==> config.mk <==
export PLATFORM = sky130hd
export DESIGN_NAME = col_presence_detect
export DESIGN_NICKNAME = d
export VERILOG_FILES = /design/src/rtl/col_det_pkg.sv /design/src/rtl/col_sync.sv /design/src/rtl/col_glitch_filter.sv /design/src/rtl/col_period_qual.sv /design/src/rtl/col_release.sv /design/src/rtl/col_presence_detect.sv
export SDC_FILE = /design/constraint.sdc
export NUM_CORES = 1
export LEC_CHECK = 0
export BUFFER_PORTS_ARGS = -buffer_cell sky130_fd_sc_hd__buf_2
export CORE_UTILIZATION = 55
export DETAILED_ROUTE_END_ITERATION = 6
export HOLD_SLACK_MARGIN = 0.02
export PLACE_DENSITY = 0.7
export SYNTH_ARGS = -nofsm -noshare
export SYNTH_HDL_FRONTEND = slang
export SYNTH_SLANG_ARGS = --single-unit
==> constraint.sdc <==
create_clock -name clk -period 2.8 [get_ports clk]
set_input_delay 0.42 -clock clk [delete_from_list [all_inputs] [get_ports clk]]
set_output_delay 0.42 -clock clk [all_outputs]
set_load 0.005 [all_outputs]
==> src/rtl/col_det_pkg.sv <==
package col_det_pkg;
  // Defaults for a 250 MHz sampling clock (4 ns per sample).
  localparam int DEF_SYNC_STAGES = 2;
  localparam int DEF_MIN_W       = 3;   // 12 ns minimum accepted pulse
  localparam int DEF_PER_MIN     = 20;  // 80 ns shortest accepted period
  localparam int DEF_PER_MAX     = 30;  // 120 ns longest accepted period
  localparam int DEF_HOLD_CYC    = 62;  // 248 ns release timer

  // Width of a counter that must be able to hold the value lim.
  function automatic int cnt_width(input int lim);
    return (lim < 2) ? 1 : $clog2(lim + 1);
  endfunction
endpackage

==> src/rtl/col_sync.sv <==
module col_sync #(
  parameter int STAGES = 2
) (
  input  logic clk,
  input  logic rst_n,
  input  logic d,
  output logic q
);
  logic [STAGES-1:0] sh_q;
  logic [STAGES-1:0] sh_d;

  generate
    if (STAGES == 1) begin : g_single
      always_comb sh_d = d;
    end else begin : g_chain
      always_comb sh_d = {sh_q[STAGES-2:0], d};
    end
  endgenerate

  always_ff @(posedge clk or negedge rst_n) begin
    if (!rst_n) sh_q <= '0;
    else        sh_q <= sh_d;
  end

  assign q = sh_q[STAGES-1];
endmodule

==> src/rtl/col_glitch_filter.sv <==
module col_glitch_filter #(
  parameter int MIN_W = 3
) (
  input  logic clk,
  input  logic rst_n,
  input  logic clr,
  input  logic raw,
  output logic lvl
);
  import col_det_pkg::*;
  localparam int CW = cnt_width(MIN_W - 1);

  logic [CW-1:0] cnt_q, cnt_d;
  logic          lvl_q, lvl_d;

  // The level follows raw only after raw has differed for MIN_W samples.
  always_comb begin
    cnt_d = cnt_q;
    lvl_d = lvl_q;
    if (clr) begin
      cnt_d = '0;
      lvl_d = 1'b0;
    end else if (raw == lvl_q) begin
      cnt_d = '0;
    end else if (cnt_q == CW'(MIN_W - 1)) begin
      cnt_d = '0;
      lvl_d = raw;
    end else begin
      cnt_d = cnt_q + 1'b1;
    end
  end

  always_ff @(posedge clk or negedge rst_n) begin
    if (!rst_n) begin
      cnt_q <= '0;
      lvl_q <= 1'b0;
    end else begin
      cnt_q <= cnt_d;
      lvl_q <= lvl_d;
    end
  end

  assign lvl = lvl_q;

  // a level change needs raw to agree with the new level over the last two samples
  assert_min_width_R6: assert property (@(posedge clk) disable iff (!rst_n)
    ((lvl_q != $past(lvl_q)) && !$past(clr)) |-> (($past(raw) == lvl_q) && ($past(raw, 2) == lvl_q)));
endmodule

==> src/rtl/col_period_qual.sv <==
module col_period_qual #(
  parameter int PER_MIN = 20,
  parameter int PER_MAX = 30
) (
  input  logic clk,
  input  logic rst_n,
  input  logic clr,
  input  logic lvl,
  output logic valid_edge
);
  import col_det_pkg::*;
  localparam int GW  = cnt_width(PER_MAX + 1);
  localparam int SAT = PER_MAX + 1;

  logic          lvl_q;
  logic          armed_q, armed_d;
  logic [GW-1:0] gap_q, gap_d;
  logic          rise, in_win;

  assign rise   = lvl & ~lvl_q;
  assign in_win = (gap_q >= GW'(PER_MIN)) && (gap_q <= GW'(PER_MAX));
  assign valid_edge = rise & armed_q & in_win & ~clr;

  always_comb begin
    armed_d = armed_q;
    gap_d   = gap_q;
    if (clr) begin
      armed_d = 1'b0;
      gap_d   = GW'(SAT);
    end else if (rise) begin
      armed_d = 1'b1;
      gap_d   = GW'(1);
    end else if (gap_q != GW'(SAT)) begin
      gap_d   = gap_q + 1'b1;
    end
  end

  always_ff @(posedge clk or negedge rst_n) begin
    if (!rst_n) begin
      lvl_q   <= 1'b0;
      armed_q <= 1'b0;
      gap_q   <= GW'(SAT);
    end else begin
      lvl_q   <= clr ? 1'b0 : lvl;
      armed_q <= armed_d;
      gap_q   <= gap_d;
    end
  end

  // Checker: cycles since the previous qualifying edge.
  localparam int SW = cnt_width(PER_MIN);
  logic [SW-1:0] since_q;
  logic          seen_q;
  always_ff @(posedge clk or negedge rst_n) begin
    if (!rst_n) begin
      since_q <= '0;
      seen_q  <= 1'b0;
    end else if (valid_edge) begin
      since_q <= '0;
      seen_q  <= 1'b1;
    end else if (since_q != SW'(PER_MIN)) begin
      since_q <= since_q + 1'b1;
    end
  end

  // qualifying edges are never closer than PER_MIN samples
  assert_spacing_R7: assert property (@(posedge clk) disable iff (!rst_n)
    (valid_edge && seen_q) |-> (since_q >= SW'(PER_MIN - 1)));
  // a qualifying edge coincides with a rise of the filtered level
  assert_edge_rise_R2: assert property (@(posedge clk) disable iff (!rst_n)
    valid_edge |-> $rose(lvl));
endmodule

==> src/rtl/col_release.sv <==
module col_release #(
  parameter int HOLD_CYC = 62
) (
  input  logic clk,
  input  logic rst_n,
  input  logic clr,
  input  logic load,
  output logic active
);
  import col_det_pkg::*;
  localparam int RW = cnt_width(HOLD_CYC);

  logic [RW-1:0] cnt_q, cnt_d;

  always_comb begin
    cnt_d = cnt_q;
    if (clr)                cnt_d = '0;
    else if (load)          cnt_d = RW'(HOLD_CYC);
    else if (cnt_q != '0)   cnt_d = cnt_q - 1'b1;
  end

  always_ff @(posedge clk or negedge rst_n) begin
    if (!rst_n) cnt_q <= '0;
    else        cnt_q <= cnt_d;
  end

  assign active = (cnt_q != '0);

  // a qualifying edge keeps the output active in the following cycle
  assert_load_active_R4: assert property (@(posedge clk) disable iff (!rst_n)
    (load && !clr) |=> active);
endmodule

==> src/rtl/col_presence_detect.sv <==
module col_presence_detect
  import col_det_pkg::*;
#(
  parameter int SYNC_STAGES = DEF_SYNC_STAGES,
  parameter int MIN_W       = DEF_MIN_W,
  parameter int PER_MIN     = DEF_PER_MIN,
  parameter int PER_MAX     = DEF_PER_MAX,
  parameter int HOLD_CYC    = DEF_HOLD_CYC
) (
  input  logic clk,
  input  logic rst_n,
  input  logic lbk_en,
  input  logic col_in,
  output logic col_det
);
  logic raw_s;
  logic filt_lvl;
  logic valid_edge;
  logic rel_active;

  col_sync #(.STAGES(SYNC_STAGES)) u_sync (
    .clk(clk), .rst_n(rst_n), .d(col_in), .q(raw_s)
  );

  col_glitch_filter #(.MIN_W(MIN_W)) u_filt (
    .clk(clk), .rst_n(rst_n), .clr(lbk_en), .raw(raw_s), .lvl(filt_lvl)
  );

  col_period_qual #(.PER_MIN(PER_MIN), .PER_MAX(PER_MAX)) u_qual (
    .clk(clk), .rst_n(rst_n), .clr(lbk_en), .lvl(filt_lvl), .valid_edge(valid_edge)
  );

  col_release #(.HOLD_CYC(HOLD_CYC)) u_rel (
    .clk(clk), .rst_n(rst_n), .clr(lbk_en), .load(valid_edge), .active(rel_active)
  );

  assign col_det = rel_active & ~lbk_en;

  // Checker: samples since the synchronised line last changed.
  localparam int REL_LIMIT = HOLD_CYC + MIN_W + 4;
  localparam int QW = cnt_width(REL_LIMIT + 1);
  logic          raw_q;
  logic [QW-1:0] quiet_q;
  always_ff @(posedge clk or negedge rst_n) begin
    if (!rst_n) begin
      raw_q   <= 1'b0;
      quiet_q <= '0;
    end else begin
      raw_q <= raw_s;
      if (raw_s != raw_q)                 quiet_q <= '0;
      else if (quiet_q != QW'(REL_LIMIT + 1)) quiet_q <= quiet_q + 1'b1;
    end
  end

  // a quiet line releases the output within the bound
  assert_release_bound_R9: assert property (@(posedge clk) disable iff (!rst_n)
    (quiet_q > QW'(REL_LIMIT)) |-> !col_det);
  // loopback empties the hold timer and blocks qualifying edges
  assert_lbk_clear_R8: assert property (@(posedge clk) disable iff (!rst_n)
    lbk_en |=> (!rel_active && !valid_edge));
endmodule

Word-level counts from Yosys, hierarchy flattened
Cells that the tools add are included.
{"block": "word_totals", "register_bits": 18, "inputBits": 4, "out_inout_bits": 1, "elab_cells": 45}
{"block": "classes", "addsub": 3, "magnitude_cmp": 2, "n_eq_ne": 4, "n_mux": 15, "n_bitwise": 7, "reduce_logical": 7}
{"operator": "6-bit two-way mux", "count": 3}
{"operator": "5-bit two-way mux", "count": 3}
{"operator": "1-bit two-way mux", "count": 6}
{"operator": "2-bit two-way mux", "count": 3}
{"operator": "3-bit nonzero test", "count": 2}
{"operator": "6-bit nonzero test", "count": 1}
{"operator": "6-bit by 1-bit subtractor with 6-bit output, second input constant", "count": 1}
{"operator": "5-bit by 1-bit adder with 5-bit output, second input constant", "count": 1}
{"operator": "1-bit AND", "count": 5}
{"operator": "5-bit greater-or-equal comparator, second input constant", "count": 1}
{"operator": "5-bit <= comparator, second input constant", "count": 1}
{"operator": "5-bit inequality test, second input constant", "count": 1}
{"operator": "2-bit nonzero test", "count": 2}
{"operator": "2-bit by 1-bit adder with 2-bit output, second input constant", "count": 1}
{"operator": "2-bit equality test, second input constant", "count": 1}
{"operator": "2-bit inequality test, second input constant", "count": 1}
{"operator": "1-bit NOT", "count": 2}
{"operator": "2-bit AND reduction", "count": 1}
{"operator": "1-bit equality test", "count": 1}
{"operator": "1-bit logical AND", "count": 1}

Logic depth before layout (Yosys ltp)
Gate-level depths: netlist of the first run.
{"block": "logic_depth", "word_depth": 7, "mapped_depth": 6, "mapped_depth_nobuf": 6}

By module
Synthesis of the first run repeated with hierarchy kept, for this count alone.
{"block": "hier_totals", "hier_cells": 84, "area_unflattened_um2": 924.6}
{"module": "col_period_qual", "n_inst": 1, "cells_each": 33, "area_per_inst_um2": 375.4, "seq_area_each_um2": 181.4}
{"module": "col_release", "n_inst": 1, "cells_each": 38, "area_per_inst_um2": 350.3, "seq_area_each_um2": 150.1}
{"module": "col_glitch_filter", "n_inst": 1, "cells_each": 10, "area_per_inst_um2": 135.1, "seq_area_each_um2": 75.1}
{"module": "col_sync", "n_inst": 1, "cells_each": 2, "area_per_inst_um2": 50.0, "seq_area_each_um2": 50.0}
{"module": "col_presence_detect", "n_inst": 1, "cells_each": 1, "area_per_inst_um2": 13.8, "seq_area_each_um2": 0.0}

Worst setup path before layout of the first run
No wires, ideal clock.
{"block": "synth_timing", "path_kind": "register to output", "from": "register u_rel.cnt_q[0]", "to": "output col_det", "arrival_ns": 1.188, "required_ns": 2.380, "path_slack_ns": 1.192, "stages_incl_launch_ff": 6, "path_buffers": 0, "cell_sequence": "dfrtp_1 inv_1 ha_1 or3b_4 nor2_1 nor2_1"}
{"block": "synth_via", "elab_chain_len": 2}
{"item": "from (decl)", "line": "col_release.sv:13", "text": "logic [RW-1:0] cnt_q, cnt_d;"}
{"item": "from (signal assigned)", "line": "col_release.sv:24", "text": "else cnt_q <= cnt_d;"}
{"item": "6-bit nonzero test", "line": "col_release.sv:27", "text": "assign active = (cnt_q != '0);"}
{"item": "1-bit AND", "line": "col_presence_detect.sv:37", "text": "assign col_det = rel_active & ~lbk_en;"}
{"item": "to (decl)", "line": "col_presence_detect.sv:14", "text": "output logic col_det"}
Every way passes these cells.

Final worst setup path of the first run
{"block": "layout_timing", "from": "register u_rel.cnt_q[1]", "to": "output col_det"}
The elaborated chain is that of the path after synthesis.

==> results.sh, run 1 <==
export IMPL_p_clk_share_pct=15.5
export IMPL_routedLengthMet1_um=721
export IMPL_required_ns=2.38
export IMPL_htree_levels=1
export IMPL_cp_end_kind="output port"
export IMPL_synthCells=83
export IMPL_synthFlopType="dfrtp_1"
export IMPL_gp_congestion=0.816
export IMPL_antenna_found_initial=0
export IMPL_netlist_top_cells_area="dfrtp_1 (36%), dfstp_2 (15%), ha_1 (6.9%)"
export IMPL_cts_max_path_buffers=2
export IMPL_grt_pass1_wl_um=2420
export IMPL_io_pins=5
export IMPL_cts_tree="yes"
export IMPL_yosys_area_top_type="dfrtp_1"
export IMPL_die_w_um=42.6
export IMPL_highest_layer="met4"
export IMPL_syn_to_final_growth_pct=7.61
export IMPL_core_sq_mm=0.00152
export IMPL_wl_met3_um=31
export IMPL_nets=99
export IMPL_p_sw_share_pct=35.4
export IMPL_yosysTopAreaCellShare_pct=36.0
export IMPL_via_per_inst=5.79
export IMPL_setup_tns_final_ns=0
export IMPL_fillers=129
export IMPL_grt_max_degree=20
export IMPL_die_y_um=42.6
export IMPL_antenna_cells=0
export IMPL_cts_inserted_buffers=3
export IMPL_grtUsageTotal_pct=18.1
export IMPL_drive_above_1_share_pct=16.9
export IMPL_syn_nets=92
export IMPL_finalHoldViolations=0
export IMPL_fin_worst_skew_ns=0.00150
export IMPL_drcViolationCount=0
export IMPL_drt_total_wl_um=1380
export IMPL_max_cap_viol_count=0
export IMPL_finalCriticalPeriod_ns=2.12
export IMPL_dieArea_sq_mm=0.00181
export IMPL_min_path_type="primary input to asynchronous set/reset pin"
export IMPL_path_clk_slew_ns=0.10
export IMPL_pwr_density_cell_mw_per_mm2=1020
export IMPL_seqPwrFrac_pct=42.1
export IMPL_cp_start_kind="flop"
export IMPL_critical_path_class="flop to output port"
export IMPL_slew_headroom_pct=61.7
export IMPL_setup_viol=0
export IMPL_rsz0062_at_grt="no"
export IMPL_ys_warn_count=0
export IMPL_status="finished clean"
export IMPL_cts_setup_buffers=0
export IMPL_cts_root_buffer="clkbuf_4"
export IMPL_ir_worst_vdd_mv=0.463
export IMPL_netlist_top_cells_count="dfrtp_1 (13), nor2_1 (9), dfstp_2 (5), ha_1 (5), inv_1 (5)"
export IMPL_p_leak_uw=0.000440
export IMPL_finalPower_uw=990
export IMPL_synth_cell_types=31
export IMPL_post_drt_wl_per_cell_um=13.1
export IMPL_maxSlewViolCount=0
export IMPL_synth_area_sq_um=905
export IMPL_multiInputGateArea_sq_um=422
export IMPL_io_buffer_count=4
export IMPL_ys_async_sr_fraction_pct=100
export IMPL_finalCritPeriodShare_pct=75.7
export IMPL_synth_ff_latch_count=18
export IMPL_regArea_sq_um=457
export IMPL_first_pass_iters=4
export IMPL_pwr_share_comb_pct=42.4
export IMPL_via_count=608
export IMPL_p_switching_uw=351
export IMPL_yosysMostFrequentCell="dfrtp_1"
export IMPL_fmax_mhz=472
export IMPL_grt_pass1_vias=573
export IMPL_ys_seq_area_share_pct=50.5
export IMPL_avgSynthCellArea_sq_um=10.9
export IMPL_cts_sinks=18
export IMPL_cts_hold_buf=0
export IMPL_internal_power_uw=639
export IMPL_rows=14
export IMPL_clkLatencyLatePin_ns=0.28
export IMPL_overflow=0
export IMPL_drt_iter0_drc=4
export IMPL_hpwl_um=974
export IMPL_final_antenna_net_count=0
export IMPL_tightest_slew_ns=0.569
export IMPL_synth_edf_count=0
export IMPL_wl_met2_um=608
export IMPL_worst_path_max_fanout=7
export IMPL_initial_utilization_pct=59.4
export IMPL_cts_resized_gates=0
export IMPL_critical_path_arrival_ns=1.70
state kept, by name, indices dropped and copies added (netlist names):
register	cells
u_qual.lvl_q	1
u_qual.gap_q	5
u_sync.sh_q	2
u_filt.lvl	1
u_qual.armed_q	1
u_rel.cnt_q	6
u_filt.cnt_q	2
path summary, 6_finish.rpt:
kind,from,to,slack [ns],depth (start not counted)
worst min register to register,u_sync.sh_q[0],u_sync.sh_q[1],0.37,0
worst max register to register,u_rel.cnt_q[1],u_rel.cnt_q[0],1.10,5
min in group clk,col_in,u_sync.sh_q[0],0.24,1
worst min-delay path,rst_n,u_rel.cnt_q[4],0.04,1
worst max-delay path,u_rel.cnt_q[1],col_det,0.68,6
max in group asynchronous,rst_n,u_qual.gap_q[4],2.44,1
cell type report:
class	count	area share, %
clock buffers	4	3.73
inverters	5	1.93
well taps	16	2.06
flip-flops and latches	18	46.9
multi-input cells	58	43.3
repair buffers	4	2.06
layout by cell type (no fill, tap or decap), drive strengths merged:
cell type,n
a21oi,2
a31oi,1
and2b,1
and3,1
and4b,1
buf,4
clkbuf,4
dfrtp,13
dfstp,5
ha,5
inv,5
mux2i,2
nand2,1
nand3b,1
nand4b,2
nor2,9
nor2b,4
nor3,1
nor3b,1
nor4,1
nor4bb,1
o2111ai,1
o21ai,3
o21bai,4
o311ai,2
o31ai,2
or2,2
or3,3
or3b,1
xnor2,4
xor2,2
per-stage QoR:
step	util [%]	cell area (sq um)	hold slack [ns]	cells	setup WS, ns
after global placement	61.5	937	0.340	101	1.04
after floorplan	-	905	0.124	83	1.19
after detailed placement	61.5	937	0.344	101	1.01
final	63.9	973	0.0433	105	0.680
after CTS	63.9	973	0.0518	105	0.686
after global routing	63.9	973	0.0696	105	0.577
logic make-up after synthesis:
family	count (synthesis)	synth area share, %
DFF	18	50.5
muxes	2	2.21
buffers and inverters	7	2.91
adders and majority gates	5	6.92
and+or+nand+nor	30	20.3
xor gates and xnor gates	6	5.81
AOI/OAI and AO/OA	15	11.3
critical path: stages, from the launching register on:
cell and delay (ns):
dfrtp_1 0.41, inv_1 0.11, ha_1 0.16, or3b_4 0.41
nor2_1 0.15, nor2_1 0.05, buf_2 0.13
metal layers:
metal,vias to the layer above,global-route usage [%]
met5,-,0
met4,0,7.50
met3,2,3.88
met2,10,27.4
met1,293,25.1
li1,303,-
power by group through the flow:
| stage | Combinational (uW) | Clock [uW] | Sequential, uW |
|---|---|---|---|
| after floorplan | 347 | 0 | 403 |
| after global placement | 411 | 0 | 418 |
| after detailed placement | 419 | 0 | 421 |
| after CTS | 422 | 158 | 415 |
| after global routing | 479 | 169 | 426 |
| final | 420 | 153 | 417 |
No activity file was read; power rests on OpenSTA's default activity.
==> run 2: changes to the inputs <==
--- a/config.mk
+++ b/config.mk
@@ -5,6 +5,7 @@
 export SDC_FILE = /design/constraint.sdc
 export NUM_CORES = 1
 export LEC_CHECK = 0
+export ABC_AREA = 1
 export BUFFER_PORTS_ARGS = -buffer_cell sky130_fd_sc_hd__buf_2
 export CORE_UTILIZATION = 55
 export DETAILED_ROUTE_END_ITERATION = 6
==> constraint.sdc (replaced) <==
create_clock -name clk -period 2 [get_ports clk]
set_input_delay 0.3 -clock clk [delete_from_list [all_inputs] [get_ports clk]]
set_output_delay 0.3 -clock clk [all_outputs]
set_load 0.005 [all_outputs]
==> results.sh, run 2 <==
export IMPL_holdPathStages=1
export IMPL_antenna_found_initial=0
export IMPL_final_cell_mix="nor2_1 (22), nand2_1 (20), dfrtp_1 (13), inv_1 (11), nand3_1 (10)"
export IMPL_netlist_top_cells_area="dfrtp_1 (34%), dfstp_2 (14%), nor2_1 (8.5%)"
export IMPL_max_cap_viol_count=0
export IMPL_cts_setup_buffers=0
export IMPL_pwr_share_comb_pct=46.1
export IMPL_status="finished clean"
export IMPL_critical_path_arrival_ns=1.91
export IMPL_critical_path_class="flop to flop"
export IMPL_cp_start_kind="flop"
export IMPL_cts_max_path_buffers=2
export IMPL_nets=130
export IMPL_p_switching_uw=625
export IMPL_synth_ff_latch_count=18
export IMPL_die_y_um=44.0
export IMPL_r2r_cells=8
export IMPL_grtUsageTotal_pct=21.9
export IMPL_initial_utilization_pct=61.6
export IMPL_min_path_type="primary input to flop"
export IMPL_synth_edf_count=0
export IMPL_fmax_mhz=594
export IMPL_ys_async_sr_fraction_pct=100
export IMPL_reg2reg_from="u_qual.gap_q[0]"
export IMPL_hold_ws_ns=0.103
export IMPL_antenna_cells=0
export IMPL_slew_headroom_pct=73.6
export IMPL_cts_root_buffer="clkbuf_4"
export IMPL_first_pass_iters=4
export IMPL_largest_register="u_rel.cnt_q"
export IMPL_cts_resized_gates=0
export IMPL_p_sw_share_pct=40.8
export IMPL_setup_viol=0
export IMPL_finalCritPeriodShare_pct=84.1
export IMPL_synthCells=112
export IMPL_grt_pass1_wl_um=3020
export IMPL_drcViolationCount=0
export IMPL_internal_power_uw=905
export IMPL_netlist_top_cells_count="nor2_1 (22), nand2_1 (20), dfrtp_1 (13)"
export IMPL_drt_iter0_drc=11
export IMPL_fin_worst_skew_ns=0.00134
export IMPL_cts_tree="yes"
export IMPL_via_per_inst=5.33
export IMPL_core_sq_mm=0.00158
export IMPL_worst_path_max_fanout=5
export IMPL_startpoint="u_qual.gap_q[0]"
export IMPL_grt_pass1_vias=718
export IMPL_fin_util_pct=66.3
export IMPL_synthFlopType="dfrtp_1"
export IMPL_overflow=0
export IMPL_syn_to_final_growth_pct=7.73
export IMPL_io_pins=5
export IMPL_drive_above_1_share_pct=19.2
export IMPL_ys_seq_area_share_pct=47.0
export IMPL_final_common_cell="nor2_1"
export IMPL_maxSlewViolCount=0
export IMPL_yosysTopAreaCellShare_pct=33.5
export IMPL_avgSynthCellArea_sq_um=8.67
export IMPL_yosysMostFrequentCell="nor2_1"
export IMPL_via_count=725
export IMPL_seqPwrFrac_pct=39.1
export IMPL_io_buffer_count=4
export IMPL_rsz0062_at_grt="no"
export IMPL_p_clk_share_pct=14.8
export IMPL_final_antenna_net_count=0
export IMPL_min_from="col_in"
export IMPL_finalHoldViolations=0
export IMPL_post_drt_wl_per_cell_um=12.3
export IMPL_pwr_density_cell_mw_per_mm2=1460
export IMPL_synth_cell_types=24
export IMPL_htree_levels=1
export IMPL_top_regs="u_rel.cnt_q: 6 flops, u_qual.gap_q: 5 flops"
export IMPL_rows=14
export IMPL_cts_inserted_buffers=3
export IMPL_drt_total_wl_um=1670
export IMPL_path_clk_slew_ns=0.10
export IMPL_hpwl_um=1240
export IMPL_clkLatencyLatePin_ns=0.29
export IMPL_grt_max_degree=19
export IMPL_setup_tns_final_ns=0
export IMPL_ir_worst_vdd_mv=0.794
export IMPL_p_leak_uw=0.000538
export IMPL_yosys_area_top_type="dfrtp_1"
export IMPL_finalCriticalPeriod_ns=1.68
export IMPL_required_ns=2.23
export IMPL_synth_area_sq_um=971
export IMPL_tightest_slew_ns=0.396
export IMPL_die_w_um=44.0
export IMPL_cp_end_kind="flop"
export IMPL_cts_sinks=18
export IMPL_dieArea_sq_mm=0.00194
export IMPL_ys_warn_count=0
export IMPL_syn_nets=121
export IMPL_largest_reg_flops=6
export IMPL_cts_hold_buf=1
export IMPL_gp_congestion=0.840
-- run 2: final timing paths --
| path | end | slack (ns) |
|---|---|---|
| setup / recovery | u_qual.gap_q[3] | 0.32 |
| hold / removal | u_sync.sh_q[0] | 0.10 |
| setup reg to reg | u_qual.gap_q[3] | 0.32 |
| hold reg to reg | u_sync.sh_q[1] | 0.37 |
| max in group asynchronous | u_qual.gap_q[4] | 1.23 |
| min in group asynchronous | u_rel.cnt_q[0] | 0.45 |
-- run 2: critical path: stages (launching register included) --
cell and delay [ns]:
dfstp_2 0.58, ha_1 0.18, nand2_1 0.07, nor2_1 0.10, ha_1 0.17, inv_1 0.08
nor2_2 0.20, nor2_1 0.08, a22oi_1 0.14
-- run 2: cell type report --
class	instances	area (sq um)
Fill cell	126	531
Sequential cell	18	457
Multi-Input combinational cell	80	447
Inverter	13	56.3
Clock buffer	4	36.3
Timing Repair Buffer	5	30.0
Tap cell	16	20.0
-- run 2: stage by stage --
| step | area, sq um | power, uW | worst slack [ns] | instances |
|---|---|---|---|---|
| 6_report | 1050 | 1530 | 0.318 | 136 |
| 5_1_grt | 1050 | 1700 | 0.102 | 136 |
| 4_1_cts | 1050 | 1540 | 0.311 | 136 |
| 3_5_place_dp | 1000 | 1300 | 0.342 | 131 |
| 3_3_place_gp | 1000 | 1280 | 0.414 | 131 |
| 2_1_floorplan | 971 | 1160 | 0.492 | 112 |
-- run 2: layer usage --
layer  GRT usage (%)  up-vias  share of wire (%)
met5               0        -                  0
li1                -      373                  -
met2            37.1       11                 50
met4            10.9        0                1.4
met1            27.1      337                 46
met3            3.67        4                2.2
-- run 2: power groups by stage --
stage | logic [uW] | clock network [uW] | registers (uW)
finish | 705 | 226 | 598
CTS | 710 | 234 | 597
floorplan | 580 | 0 | 580
global route | 834 | 247 | 614
global placement | 685 | 0 | 598
detailed placement | 698 | 0 | 604
-- run 2: kinds of logic (layout without fill, tap and decap cells) --
logic type / Yosys count / in the layout / share of synthesized area, %
buffers and inverters: 14 / 22 / 6.96
AOI/OAI and AO/OA: 7 / 7 / 4.12
and+or+nand+nor: 64 / 64 / 31.8
adders and majority gates: 5 / 5 / 6.44
xor gates and xnor gates: 4 / 4 / 3.61
DFF: 18 / 18 / 47.0
==> run 3: changes to the inputs <==
--- a/config.mk
+++ b/config.mk
@@ -5,12 +5,12 @@
 export SDC_FILE = /design/constraint.sdc
 export NUM_CORES = 1
 export LEC_CHECK = 0
-export ABC_AREA = 1
+export ABC_AREA = 0
 export BUFFER_PORTS_ARGS = -buffer_cell sky130_fd_sc_hd__buf_2
-export CORE_UTILIZATION = 55
+export CORE_UTILIZATION = 52
 export DETAILED_ROUTE_END_ITERATION = 6
 export HOLD_SLACK_MARGIN = 0.02
-export PLACE_DENSITY = 0.7
+export PLACE_DENSITY = 0.69
 export SYNTH_ARGS = -nofsm -noshare
 export SYNTH_HDL_FRONTEND = slang
 export SYNTH_SLANG_ARGS = --single-unit
==> constraint.sdc (replaced) <==
create_clock -name clk -period 1.47 [get_ports clk]
set_input_delay 0.2205 -clock clk [delete_from_list [all_inputs] [get_ports clk]]
set_output_delay 0.2205 -clock clk [all_outputs]
set_load 0.005 [all_outputs]
==> results.sh, run 3 (synthesis results as in run 1) <==
export IMPL_status="finished with violations"
export IMPL_violations="setup timing"
export IMPL_slowest_stage="dfrtp_1"
export IMPL_via_count=729
export IMPL_min_path_type="primary input to flop"
export IMPL_finalHoldViolations=0
export IMPL_largest_register="u_rel.cnt_q"
export IMPL_path_clk_slew_ns=0.11
export IMPL_reg2reg_from="u_rel.cnt_q[0]"
export IMPL_overflow=0
export IMPL_placed_cells=114
export IMPL_gp_congestion=0.812
export IMPL_tightest_slew_ns=0.444
export IMPL_first_pass_iters=4
export IMPL_antenna_found_initial=0
export IMPL_dieArea_sq_mm=0.00191
export IMPL_final_common_cell="buf_4"
export IMPL_setup_viol=9
export IMPL_die_y_um=43.7
export IMPL_io_buffer_count=4
export IMPL_largest_reg_flops=6
export IMPL_cp_endpoint="col_det"
export IMPL_fillers=103
export IMPL_final_antenna_net_count=0
export IMPL_initial_utilization_pct=58.0
export IMPL_pre_cts_ws_ns=-0.156
export IMPL_required_ns=1.25
export IMPL_maxSlewViolCount=0
export IMPL_worst_path_max_fanout=2
export IMPL_via_per_inst=5.65
export IMPL_finalCriticalPeriod_ns=1.80
export IMPL_grtUsageTotal_pct=24.2
export IMPL_final_area_sq_mm=0.00124
export IMPL_p_leak_uw=0.000563
export IMPL_syn_to_final_growth_pct=36.9
export IMPL_ir_worst_vdd_mv=1.25
export IMPL_critical_path_class="flop to output port"
export IMPL_nets=123
export IMPL_critical_path_arrival_ns=1.58
export IMPL_cp_start_kind="flop"
export IMPL_grt_pass1_vias=761
export IMPL_grt_max_degree=19
export IMPL_cts_root_buffer="clkbuf_4"
export IMPL_finalCritPeriodShare_pct=122
export IMPL_drive_above_1_share_pct=43.4
export IMPL_grt_pass1_wl_um=3280
export IMPL_fin_worst_skew_ns=0.00243
export IMPL_max_cap_viol_count=0
export IMPL_rows=14
export IMPL_drt_iter0_drc=16
export IMPL_crit_path_max_incr_delay_ns=0.41
export IMPL_drcViolationCount=0
export IMPL_setup_ws_ns=-0.329
export IMPL_clkLatencyLatePin_ns=0.29
export IMPL_drt_total_wl_um=1920
export IMPL_cts_tree="yes"
export IMPL_rsz0062_at_grt="yes"
export IMPL_r2r_slack_ns=-0.27
export IMPL_slew_headroom_pct=70.4
export IMPL_r2r_cells=6
export IMPL_die_w_um=43.7
export IMPL_htree_levels=1
export IMPL_final_cell_mix="buf_4 (21), dfrtp_1 (13), nor2_1 (7), dfstp_2 (5)"
export IMPL_place_area_sq_mm=0.00105
export IMPL_core_sq_mm=0.00156
export IMPL_post_drt_wl_per_cell_um=14.9
export IMPL_cpLargestDelayFamily="simple AND/OR/NAND/NOR gates"
export IMPL_cp_depth=6
export IMPL_cts_max_path_buffers=2
export IMPL_instances_no_fill=129
export IMPL_hpwl_um=1190
export IMPL_path_buf_inv=2
export IMPL_io_pins=5
export IMPL_antenna_cells=0
export IMPL_cts_sinks=18
export IMPL_fmax_mhz=556
export IMPL_cp_cell_sequence="inv_2 -> ha_4 -> or3b_4 -> nor2_4 -> nor2_1 -> buf_2"
export IMPL_multiInputGateArea_sq_um=498
export IMPL_cp_end_kind="output port"
export IMPL_regArea_sq_um=457
export IMPL_r2r_end="u_rel.cnt_q[0]"
export IMPL_pwr_density_cell_mw_per_mm2=2110
export IMPL_startpoint="u_rel.cnt_q[0]"
export IMPL_top_regs="u_rel.cnt_q: 6 flops, u_qual.gap_q: 5 flops"
export IMPL_cts_inserted_buffers=3
export IMPL_finalPower_uw=2620
-- run 3: where the power goes --
part	leakage, uW	internal [uW]	switching [uW]
registers	0.000224	661	124
clock network	0.0000210	151	160
logic	0.000318	885	636
total	0.000563	1700	920
-- run 3: how the worst min path moves through the flow --
stage           start         endpoint  cells after the start
5_1_grt        lbk_en   u_rel.cnt_q[2]                      4
3_3_place_gp    rst_n   u_rel.cnt_q[5]                      1
4_1_cts        lbk_en   u_rel.cnt_q[2]                      3
3_5_place_dp    rst_n   u_rel.cnt_q[5]                      1
2_1_floorplan   rst_n  u_filt.cnt_q[0]                      0
6_report       lbk_en   u_rel.cnt_q[2]                      4
-- run 3: through the flow --
stage | setup TNS [ns] | utilization [%] | hold WS (ns)
after floorplan | -0.164 | - | -0.0751
after global placement | -0.372 | 67.2 | 0.168
after detailed placement | -0.611 | 67.2 | 0.171
after CTS | -0.962 | 76.6 | 0.319
after global routing | -1.89 | 79.5 | 0.353
final | -1.14 | 79.5 | 0.321
-- run 3: worst register-to-register path, stage by stage, from the launching register on --
cell and delay, ns:
dfrtp_1 0.41, inv_2 0.08, ha_4 0.13, or3b_4 0.39, buf_4 0.17, or3_1 0.29
and4b_1 0.18
-- run 3: what timing repair did --
action | in CTS | in global routing
resized for setup | 12 | 5
hold buffers | 2 | 0
setup buffers | 5 | 4
hold endpoints to repair | 14 | 0
pin swaps | 6 | 5
endpoints found under the setup margin | 9 | 12
-- run 3: final cells by class --
class | count | share of cell area, %
repair buffers | 28 | 16.9
multi-input cells | 58 | 40.2
clock buffers | 4 | 2.93
flip-flops and latches | 18 | 36.9
inverters | 5 | 1.52
well taps | 16 | 1.62
-- run 3: routing by layer --
layer / track usage [%] / share of wire [%] / vias up
met5: 0 / 0 / -
met3: 2.50 / 3.7 / 2
met2: 39.4 / 52 / 21
met1: 31.8 / 43 / 354
met4: 13.1 / 0.94 / 0
li1: - / - / 352
